[src/rtl/uarx_pkg.sv]
package uarx_pkg;

  localparam int CTL_W = 4;

  // control word, bit 0 is the LSB of the written value
  typedef struct packed {
    logic adden;  // bit 3: address filter
    logic cont;   // bit 2: receive allowed
    logic nine;   // bit 1: 9-bit frames
    logic en;     // bit 0: receiver on
  } ctl_t;

  function automatic logic maj3(input logic a, input logic b, input logic c);
    return (a & b) | (a & c) | (b & c);
  endfunction

  function automatic logic addr_reject(input ctl_t c, input logic b9);
    return c.nine && c.adden && !b9;
  endfunction

endpackage

[src/rtl/uarx_ctrl.sv]
module uarx_ctrl
  import uarx_pkg::*;
(
  input  logic             clk,
  input  logic             rst_n,
  input  logic             ctl_wr,
  input  logic [CTL_W-1:0] ctl_wdata,
  input  logic             ovr_set,
  output ctl_t             ctl_q,
  output logic             ovr_q,
  output logic             run
);

  ctl_t wr_word;
  assign wr_word = ctl_t'(ctl_wdata);

  always_ff @(posedge clk or negedge rst_n) begin
    if (!rst_n) begin
      ctl_q <= '0;
      ovr_q <= 1'b0;
    end else begin
      if (ctl_wr) ctl_q <= wr_word;
      if (ctl_wr && !wr_word.cont) ovr_q <= 1'b0;
      else if (ovr_set)            ovr_q <= 1'b1;
    end
  end

  assign run = ctl_q.en && ctl_q.cont && !ovr_q;

endmodule

[src/rtl/uarx_sampler.sv]
module uarx_sampler #(
  parameter int OSR    = 16,
  parameter int DATA_W = 8
) (
  input  logic              clk,
  input  logic              rst_n,
  input  logic              run,
  input  logic              nine_i,
  input  logic              rxd_s,
  input  logic              tick,
  output logic              busy,
  output logic              done,
  output logic [DATA_W-1:0] done_data,
  output logic              done_b9,
  output logic              done_ferr
);

  localparam int CW   = $clog2(OSR);
  localparam int IW   = $clog2(DATA_W + 2);
  localparam int SW   = DATA_W + 1;
  localparam logic [CW-1:0] S_A  = CW'(OSR/2 - 1);
  localparam logic [CW-1:0] S_B  = CW'(OSR/2);
  localparam logic [CW-1:0] S_C  = CW'(OSR/2 + 1);
  localparam logic [CW-1:0] LAST = CW'(OSR - 1);

  typedef enum logic [1:0] {ST_IDLE, ST_START, ST_DATA, ST_STOP} st_e;

  st_e            st;
  logic [CW-1:0]  cnt;
  logic           smp_a, smp_b;
  logic [IW-1:0]  idx;
  logic [SW-1:0]  sr;
  logic           nine_l;
  logic           decide, vote, bit_end;
  logic [IW-1:0]  nbits;

  assign vote    = uarx_pkg::maj3(smp_a, smp_b, rxd_s);
  assign decide  = tick && (st != ST_IDLE) && (cnt == S_C);
  assign bit_end = tick && (st != ST_IDLE) && (cnt == LAST);
  assign nbits   = nine_l ? IW'(DATA_W + 1) : IW'(DATA_W);

  always_ff @(posedge clk or negedge rst_n) begin
    if (!rst_n) begin
      st     <= ST_IDLE;
      cnt    <= '0;
      smp_a  <= 1'b1;
      smp_b  <= 1'b1;
      idx    <= '0;
      sr     <= '0;
      nine_l <= 1'b0;
    end else if (!run) begin
      st  <= ST_IDLE;
      cnt <= '0;
    end else if (tick) begin
      if (st == ST_IDLE) begin
        if (!rxd_s) begin
          st     <= ST_START;
          cnt    <= CW'(1);
          nine_l <= nine_i;
          sr     <= '0;
          idx    <= '0;
        end
      end else begin
        cnt <= (cnt == LAST) ? '0 : cnt + CW'(1);
        if (cnt == S_A) smp_a <= rxd_s;
        if (cnt == S_B) smp_b <= rxd_s;
        unique case (st)
          ST_START: begin
            if (decide && vote)  st <= ST_IDLE;
            else if (bit_end)    st <= ST_DATA;
          end
          ST_DATA: begin
            if (decide) begin
              sr[idx] <= vote;
              idx     <= idx + IW'(1);
            end
            if (bit_end && idx == nbits) st <= ST_STOP;
          end
          ST_STOP: begin
            if (decide) st <= ST_IDLE;
          end
          default: st <= ST_IDLE;
        endcase
      end
    end
  end

  assign busy      = (st != ST_IDLE);
  assign done      = run && decide && (st == ST_STOP);
  assign done_data = sr[DATA_W-1:0];
  assign done_b9   = nine_l && sr[DATA_W];
  assign done_ferr = !vote;

endmodule

[src/rtl/uarx_accept.sv]
module uarx_accept
  import uarx_pkg::*;
(
  input  logic done,
  input  logic b9,
  input  ctl_t ctl,
  input  logic full,
  output logic push,
  output logic ovr_set
);

  logic wanted;
  assign wanted  = done && !addr_reject(ctl, b9);
  assign push    = wanted && !full;
  assign ovr_set = wanted && full;

endmodule

[src/rtl/uarx_fifo.sv]
module uarx_fifo #(
  parameter int W     = 10,
  parameter int DEPTH = 2
) (
  input  logic         clk,
  input  logic         rst_n,
  input  logic         push,
  input  logic [W-1:0] wdata,
  input  logic         pop,
  output logic [W-1:0] head,
  output logic         empty,
  output logic         full
);

  localparam int AW = (DEPTH > 1) ? $clog2(DEPTH) : 1;

  logic [W-1:0]  mem [DEPTH];
  logic [AW-1:0] wp, rp;
  logic [AW:0]   cnt;

  for (genvar g = 0; g < DEPTH; g++) begin : g_ent
    always_ff @(posedge clk or negedge rst_n) begin
      if (!rst_n)                       mem[g] <= '0;
      else if (push && wp == AW'(g))    mem[g] <= wdata;
    end
  end

  always_ff @(posedge clk or negedge rst_n) begin
    if (!rst_n) begin
      wp  <= '0;
      rp  <= '0;
      cnt <= '0;
    end else begin
      if (push) wp <= (wp == AW'(DEPTH - 1)) ? '0 : wp + AW'(1);
      if (pop)  rp <= (rp == AW'(DEPTH - 1)) ? '0 : rp + AW'(1);
      unique case ({push, pop})
        2'b10:   cnt <= cnt + (AW+1)'(1);
        2'b01:   cnt <= cnt - (AW+1)'(1);
        default: cnt <= cnt;
      endcase
    end
  end

  assign empty = (cnt == '0);
  assign full  = (cnt == (AW+1)'(DEPTH));
  assign head  = empty ? '0 : mem[rp];

endmodule

[src/rtl/uarx_top.sv]
module uarx_top
  import uarx_pkg::*;
#(
  parameter int OSR         = 16,
  parameter int DATA_W      = 8,
  parameter int FIFO_DEPTH  = 2,
  parameter int SYNC_STAGES = 2
) (
  input  logic              clk,
  input  logic              rst_n,
  input  logic              rxd,
  input  logic              os_tick,
  input  logic              ctl_wr,
  input  logic [CTL_W-1:0]  ctl_wdata,
  input  logic              dat_rd,
  output logic [DATA_W-1:0] rx_data,
  output logic              rx_bit9,
  output logic              frm_err,
  output logic              ovr_err,
  output logic              rx_irq
);

  localparam int ENT_W = DATA_W + 2;

  // line synchronizer
  logic [SYNC_STAGES-1:0] sync_q;
  logic                   rxd_s;

  always_ff @(posedge clk or negedge rst_n) begin
    if (!rst_n) sync_q <= '1;
    else        sync_q <= {sync_q[SYNC_STAGES-2:0], rxd};
  end
  assign rxd_s = sync_q[SYNC_STAGES-1];

  // named internal events
  ctl_t              ctl_q;
  logic              rx_run;
  logic              rx_busy;
  logic              frame_done;
  logic [DATA_W-1:0] frame_data;
  logic              frame_b9;
  logic              frame_ferr;
  logic              push_evt;
  logic              pop_evt;
  logic              ovr_set;
  logic              fifo_empty;
  logic              fifo_full;
  logic [ENT_W-1:0]  fifo_head;

  uarx_ctrl u_ctrl (
    .clk       (clk),
    .rst_n     (rst_n),
    .ctl_wr    (ctl_wr),
    .ctl_wdata (ctl_wdata),
    .ovr_set   (ovr_set),
    .ctl_q     (ctl_q),
    .ovr_q     (ovr_err),
    .run       (rx_run)
  );

  uarx_sampler #(.OSR(OSR), .DATA_W(DATA_W)) u_smp (
    .clk       (clk),
    .rst_n     (rst_n),
    .run       (rx_run),
    .nine_i    (ctl_q.nine),
    .rxd_s     (rxd_s),
    .tick      (os_tick),
    .busy      (rx_busy),
    .done      (frame_done),
    .done_data (frame_data),
    .done_b9   (frame_b9),
    .done_ferr (frame_ferr)
  );

  uarx_accept u_acc (
    .done    (frame_done),
    .b9      (frame_b9),
    .ctl     (ctl_q),
    .full    (fifo_full),
    .push    (push_evt),
    .ovr_set (ovr_set)
  );

  assign pop_evt = dat_rd && !fifo_empty;

  uarx_fifo #(.W(ENT_W), .DEPTH(FIFO_DEPTH)) u_fifo (
    .clk   (clk),
    .rst_n (rst_n),
    .push  (push_evt),
    .wdata ({frame_ferr, frame_b9, frame_data}),
    .pop   (pop_evt),
    .head  (fifo_head),
    .empty (fifo_empty),
    .full  (fifo_full)
  );

  assign rx_data = fifo_head[DATA_W-1:0];
  assign rx_bit9 = fifo_head[DATA_W];
  assign frm_err = fifo_head[DATA_W+1];
  assign rx_irq  = !fifo_empty;

endmodule

[config.mk]
export PLATFORM = sky130hd
export DESIGN_NAME = uarx_top
export DESIGN_NICKNAME = d
export VERILOG_FILES = /design/src/rtl/uarx_pkg.sv /design/src/rtl/uarx_ctrl.sv /design/src/rtl/uarx_sampler.sv /design/src/rtl/uarx_accept.sv /design/src/rtl/uarx_fifo.sv /design/src/rtl/uarx_top.sv
export SDC_FILE = /design/constraint.sdc
export NUM_CORES = 1
export LEC_CHECK = 0
export BUFFER_PORTS_ARGS = -buffer_cell sky130_fd_sc_hd__buf_4
export CAP_MARGIN = 20
export CORE_MARGIN = 3
export CORE_UTILIZATION = 24
export CTS_CLUSTER_DIAMETER = 80
export DETAILED_ROUTE_END_ITERATION = 10
export GPL_ROUTABILITY_DRIVEN = 1
export SLEW_MARGIN = 20
export SYNTH_ARGS = -nofsm -noshare
export SYNTH_HDL_FRONTEND = slang
export SYNTH_SLANG_ARGS = --single-unit
export TNS_END_PERCENT = 5
[constraint.sdc]
create_clock -name clk -period 1.8 [get_ports clk]
set_input_delay 0 -clock clk [delete_from_list [all_inputs] [get_ports clk]]
set_output_delay 0 -clock clk [all_outputs]
set_load 0.05 [all_outputs]
After elaboration in Yosys (flattened, before gate mapping)
Index checks and enable logic that the tools add are counted.

Add/subtract/negate cells: 6. Order comparisons: 3. Equal/unequal tests: 17. Mux-type cells: 35. Bitwise gates (word level): 9. Reductions and logical operators: 40.

Operators with widths (number): 2-to-1 mux 10 bit (4); 2-to-1 mux 4 bit (9); 2-to-1 mux 9 bit (4); logical AND 1 bit (20); 2-to-1 mux 2 bit (8); equality test 4 bit, second input constant (3); AND reduction 4 bit (3); AND reduction 5 bit (2); nonzero test 2 bit (5); bitwise mux 9 bit (1); adder 4 x 1 -> 4 bit, second input constant (2); equality test 2 bit, second input constant (4); inequality test 4 bit, second input constant (2); logical NOT 1 bit (7); 2-to-1 mux 1 bit (6); one-hot mux 2 bit (3 select lines) (1); < comparator 4 x 5 -> 1 bit, second input constant (1); inequality test 5 bit, second input constant (1); demux 1 bit (select 4 bit) (1); equality test 2 x 1 -> 1 bit, second input constant (2); equality test 4 x 3 -> 1 bit, second input constant (1); equality test 4 bit (1); greater-or-equal comparator 4 x 1 -> 1 bit, second input constant (1); logical NOT 2 bit (2); other kinds (12) (19).

Register bits after elaboration: 53. Input port bits: 10. Output and inout bits: 12. Logic and storage cells: 128.

Depth between registers and ports, before layout
Depth after elaboration: 9. Depth in mapped cells: 10. Gate-level depth less buffers: 10.

By module
A second synthesis with hierarchy kept.

Cell total of the unflattened synthesis: 245. Area total of the unflattened synthesis: 2767.7 µm².

Modules (own cells, without submodules): uarx_sampler (times used 1, cells an instance 145, area an instance 1421.4 µm²); uarx_fifo (times used 1, cells an instance 78, area an instance 1064.8 µm²); uarx_ctrl (times used 1, cells an instance 14, area an instance 190.2 µm²); uarx_top (times used 1, cells an instance 4, area an instance 62.6 µm²); uarx_accept (times used 1, cells an instance 4, area an instance 28.8 µm²).

Worst setup path before layout
Ideal clock, no wire load.

Path kind: register to register. Start: reg u_ctrl.ovr_q. End: reg u_fifo.mem[0] in the netlist's numbering. Library setup time: 0.125 ns. Data arrival time: 1.960 ns. Required time: 1.675 ns. Path slack: -0.285 ns. Stages on the path, launching flop included: 6. Buffers on the path: 1. Period minus slack after synthesis: 2.085 ns. Cell sequence: dfrtp_1 and3b_1 nand3_2 or4b_4 buf_6 mux2_4.

Word-level cells in the longest chain between the ends: 7.

Ends and longest elaborated chain: start, declared (RTL line uarx_ctrl.sv:10) `output logic ovr_q,`; start signal, assigned (RTL line uarx_ctrl.sv:20) `ovr_q <= 1'b0;`; start signal, assigned (RTL line uarx_ctrl.sv:23) `if (ctl_wr && !wr_word.cont) ovr_q <= 1'b0;`; start signal, assigned (RTL line uarx_ctrl.sv:24) `else if (ovr_set) ovr_q <= 1'b1;`; logical NOT 1 bit (RTL line uarx_ctrl.sv:28) `assign run = ctl_q.en && ctl_q.cont && !ovr_q;`; logical AND 1 bit (RTL line uarx_ctrl.sv:28); logical AND 1 bit (2 in a row) (RTL line uarx_sampler.sv:89) `assign done = run && decide && (st == ST_STOP);`; logical AND 1 bit (RTL line uarx_accept.sv:13) `assign wanted = done && !addr_reject(ctl, b9);`; logical AND 1 bit (RTL line uarx_accept.sv:14) `assign push = wanted && !full;`; logical AND 1 bit (RTL line uarx_fifo.sv:24) `else if (push && wp == AW'(g)) mem[g] <= wdata;`; end signal, assigned by index (RTL line uarx_fifo.sv:24); end, declared (RTL line uarx_fifo.sv:17) `logic [W-1:0] mem [DEPTH];`.

Every way passes these cells. A chain may end at the register's enable or synchronous reset.

Worst setup path after layout
Start: reg u_smp.st[0]. End: reg u_fifo.cnt[1].

Word-level cells in the longest chain between the ends: 9.

Ends and longest elaborated chain: start, declared (RTL line uarx_sampler.sv:28) `st_e st;`; start signal, assigned (RTL line uarx_sampler.sv:44) `st <= ST_IDLE;`; start signal, assigned (RTL line uarx_sampler.sv:52) `st <= ST_IDLE;`; start signal, assigned (RTL line uarx_sampler.sv:57) `st <= ST_START;`; nonzero test 2 bit (RTL line uarx_sampler.sv:38) `assign decide = tick && (st != ST_IDLE) && (cnt == S_C);`; logical AND 1 bit (2 in a row) (RTL line uarx_sampler.sv:38); logical AND 1 bit (RTL line uarx_sampler.sv:89); logical AND 1 bit (*) (RTL line uarx_sampler.sv:89); logical AND 1 bit (*) (RTL line uarx_accept.sv:13); logical AND 1 bit (*) (RTL line uarx_accept.sv:14); equality test 2 x 1 -> 1 bit / equality test 2 bit (equally long branches) (RTL line uarx_fifo.sv:36) `unique case ({push, pop})`; one-hot mux 2 bit (2 select lines) / nonzero test 2 bit (equally long branches); end signal, assigned (RTL line uarx_fifo.sv:37) `2'b10: cnt <= cnt + (AW+1)'(1);`; end signal, assigned (RTL line uarx_fifo.sv:38) `2'b01: cnt <= cnt - (AW+1)'(1);`; end signal, assigned (RTL line uarx_fifo.sv:39) `default: cnt <= cnt;`; end, declared (RTL line uarx_fifo.sv:19) `logic [AW:0] cnt;`.

Mark *: on every way between the ends. The rest lies on a longest branch, timed or not.

==> flow_summary.toml <==
[worst_setup_path]
cp.arrival_ns = 2.30
crit_required_ns = 2.02
timing.rr.start = "u_smp.st[0]$_DFFE_PN0P_"
path_cells = "inv_2 -> ha_4 -> and2b_2 -> nand2_2 -> a311oi_2 -> nand3_2 -> ha_4 -> xnor2_2 -> nor2_1 -> xor2_1"
crit_family = "simple AND/OR/NAND/NOR gates"
rrSetupSlack_ns = -0.28
cpPeakStageDelay_ns = 0.39
cp_max_fo = 3
endpoint_kind = "flip-flop"
crit_buf_inv = 1
crit_start = "u_smp.st[0]$_DFFE_PN0P_"
startpoint_type = "flip-flop"
crit_path_frequent_cell = "ha_4"
slowest_stage = "dfrtp_1"
critical_path_class = "reg -> reg"

[drt]
postRouteAntennaNets = 0
vias = 2042
first_pass_iters = 4
viasPerCell = 4.42
drc = 0
wl_per_cell_um = 13.2
drt_iter0_markers = 62
routed_wl_um = 6080

[synthesis]
synthMuxAreaShare_pct = 18.9
synth_warnings = 0
netlist_area_um2 = 2740
synth-xor-area-share_pct = 2.56
syn_inst = 245
synth-edff-count = 0
synthArstFlopShare_pct = 100
synth_ff_type = "dfrtp_1"
synth-seq-cells = 53
ys_seq_area_share_pct = 48.7
syn_avg_cell_area_um2 = 11.2
synth_nets = 267
synth_simple_gate_area_share_pct = 16.2
synth_fa_ha_area_share_pct = 5.85
synth.distinct_cells = 44
synth-compound-area-share_pct = 4.76
synth_top_family_by_area = "multiplexers"

[power]
switchingPower_mw = 1.14
clkPwrFrac_pct = 30.0
swShare_pct = 33.8
combPwrFrac_pct = 27.8
ir_drop_mv = 0.699
p_leak_nw = 1.82
pwr_density_cell_nw_per_um2 = 889
intPower_mw = 2.25
seqPwrFrac_pct = 42.2

[clock_tree]
cts_max_level = 2
clk_latency_ns = 0.30
clkTransAtPathRegs_ns = 0.07
cts_tree = "built"
numClockSinks = 53
cts_inserted_buffers = 5
cts_root_buffer = "clkbuf_16"
cts_max_path_buffers = 2

[floorplanning]
chipWidth_um = 113
ios = 22
die_y_um = 113
die-area_um2 = 12700
rows = 38
start_util_pct = 24.9
coreArea_um2 = 11000

[layout]
fin_cells = 462
post-route-util_pct = 34.7
final_area_um2 = 3810
final_common_cell = "buf_4"
nets = 343
antenna_cells = 0
drive_gt1_share_pct = 40.4
final_cell_mix = "61 x buf_4, 48 x dfrtp_1, 27 x nand2_1"
nFillCells = 1091
area_growth_pct = 39.4

[global_routing]
grt_start_max_net_pins = 54
grt_pass1_vias = 2091
grt_pass1_wl_um = 10200
grt_remaining_overflow = 0
grt_usage_pct = 9.70
antenna_found_initial = 0

[sta]
hold_viol_final = 0
setup_violations = 28
fin_skew_ns = 0.00614
rsz0062_at_grt = "true"
slew_headroom_pct = 54.2
period_share_pct = 116
setup_ws_ns = -0.282
drv_slew = 0
fin_crit_ns = 2.08
fmax_mhz = 480
tightest_slew_ns = 0.687

[placed_design]
place_inst = 439
placed_area_um2 = 3330
numPortBuffers = 21
gp_congestion = 0.812
place.detailed.hpwl_um = 4190

[outcome]
outcome = "complete, but fails checks"
violations = "negative setup slack"

[hold_path]
hold_path_class = "in -> reg"
worstHoldStart = "os_tick"

[flow_run]
drv_cap = 0
## cell usage after synthesis, drive strengths merged (2+ instances only)
library cell  count  area, um^2
dfstp             4         105
buf               3        20.0
nand4             4        25.0
nor4b             2        30.0
and3b             2        18.8
mux2             24         297
and2b             2        15.0
a21oi             7        35.0
inv              14        52.6
clkbuf            3        11.3
nor3b             3        22.5
ha               12         150
and2              2        12.5
nand3b            3        22.5
dfrtp            49        1230
nor2             19        71.3
xor2              4        35.0
o21ai             6        30.0
xnor2             4        35.0
nand3             6        35.0
nand4b            2        17.5
mux2i            22         220
nand2            31         116
nor3              3        15.0
## tightest hold or removal path, cell delays in order
cell and delay [ns]:
buf_4 0.15, nand3b_1 0.08, a21oi_1 0.06
## area by class of cell
cell class	count	area (um^2)	area share, %
multi-input combinational	172	1490	39.1
timing repair buffer	75	607	15.9
clock inverter	3	28.8	0.755
sequential	53	1330	34.9
clock buffer	5	125	3.28
inverter	14	52.6	1.38
tap	140	175	4.59
## final timing paths
| check | end | cells after the start |
|---|---|---|
| setup reg to reg | u_fifo.cnt[1]$_DFFE_PN0P_ | 10 |
| min in group asynchronous | u_smp.cnt[3]$_DFFE_PN0P_ | 2 |
| setup / recovery | u_fifo.cnt[1]$_DFFE_PN0P_ | 10 |
| max in group asynchronous | u_ctrl.ovr_q$_DFFE_PN0P_ | 2 |
| hold reg to reg | sync_q[1]$_DFF_PN1_ | 0 |
| hold / removal | u_smp.cnt[1]$_DFFE_PN0P_ | 3 |
## registers in the layout (all words and copies together) (netlist names)
register      count
u_ctrl.ovr_q      1
u_smp.idx         4
u_smp.nine_l      1
u_smp.sr          9
u_smp.cnt         4
u_fifo.rp         1
sync_q            2
u_fifo.cnt        2
u_fifo.wp         1
u_smp.st          2
u_smp.smp_b       1
u_smp.smp_a       1
u_fifo.mem       20
u_ctrl.ctl_q      4
## through the flow
stage | setup slack (ns) | power, mW | setup TNS (ns) | hold slack [ns]
floorplan | -0.210 | 1.98 | -2.59 | -0.296
finish | -0.282 | 3.39 | -4.24 | 0.0334
global route | -0.368 | 3.59 | -7.43 | 0.0648
global placement | -0.182 | 2.29 | -4.31 | 0.0879
detailed placement | -0.246 | 2.30 | -6.01 | 0.0916
CTS | -0.218 | 3.38 | -3.97 | 0.0206
## layer usage
layer | vias to the layer above | share of wire (%) | track usage [%]
li1 | 1008 | - | -
met1 | 1010 | 48 | 13.2
met2 | 18 | 48 | 15.7
met3 | 6 | 2.6 | 2.03
met4 | 0 | 1.1 | 2.64
met5 | - | 0 | 0
## power by group through the flow
stage / clock network (mW) / registers [mW] / logic, mW
after global routing: 1.10 / 1.45 / 1.03
after global placement: 0 / 1.45 / 0.846
final: 1.02 / 1.43 / 0.943
after detailed placement: 0 / 1.45 / 0.851
after CTS: 1.05 / 1.43 / 0.905
after floorplan: 0 / 1.39 / 0.593
## cell families after synthesis
group | after synthesis
adder cells (fa/ha/maj) | 13
flip-flops | 53
multiplexers | 46
XOR/XNOR | 8
AO/OA/AOI/OAI | 21
AND/OR/NAND/NOR | 84
buffers and inverters | 20
## timing repair
item | CTS | global route
cloned | 1 | 0
gates resized for setup | 26 | 18
endpoints found under the hold margin | 55 | 0
setup buffers | 6 | 1
setup endpoints to repair | 38 | 40
pin swaps | 7 | 9
hold buffers | 7 | 0
No activity file was read; power rests on OpenSTA's default activity.
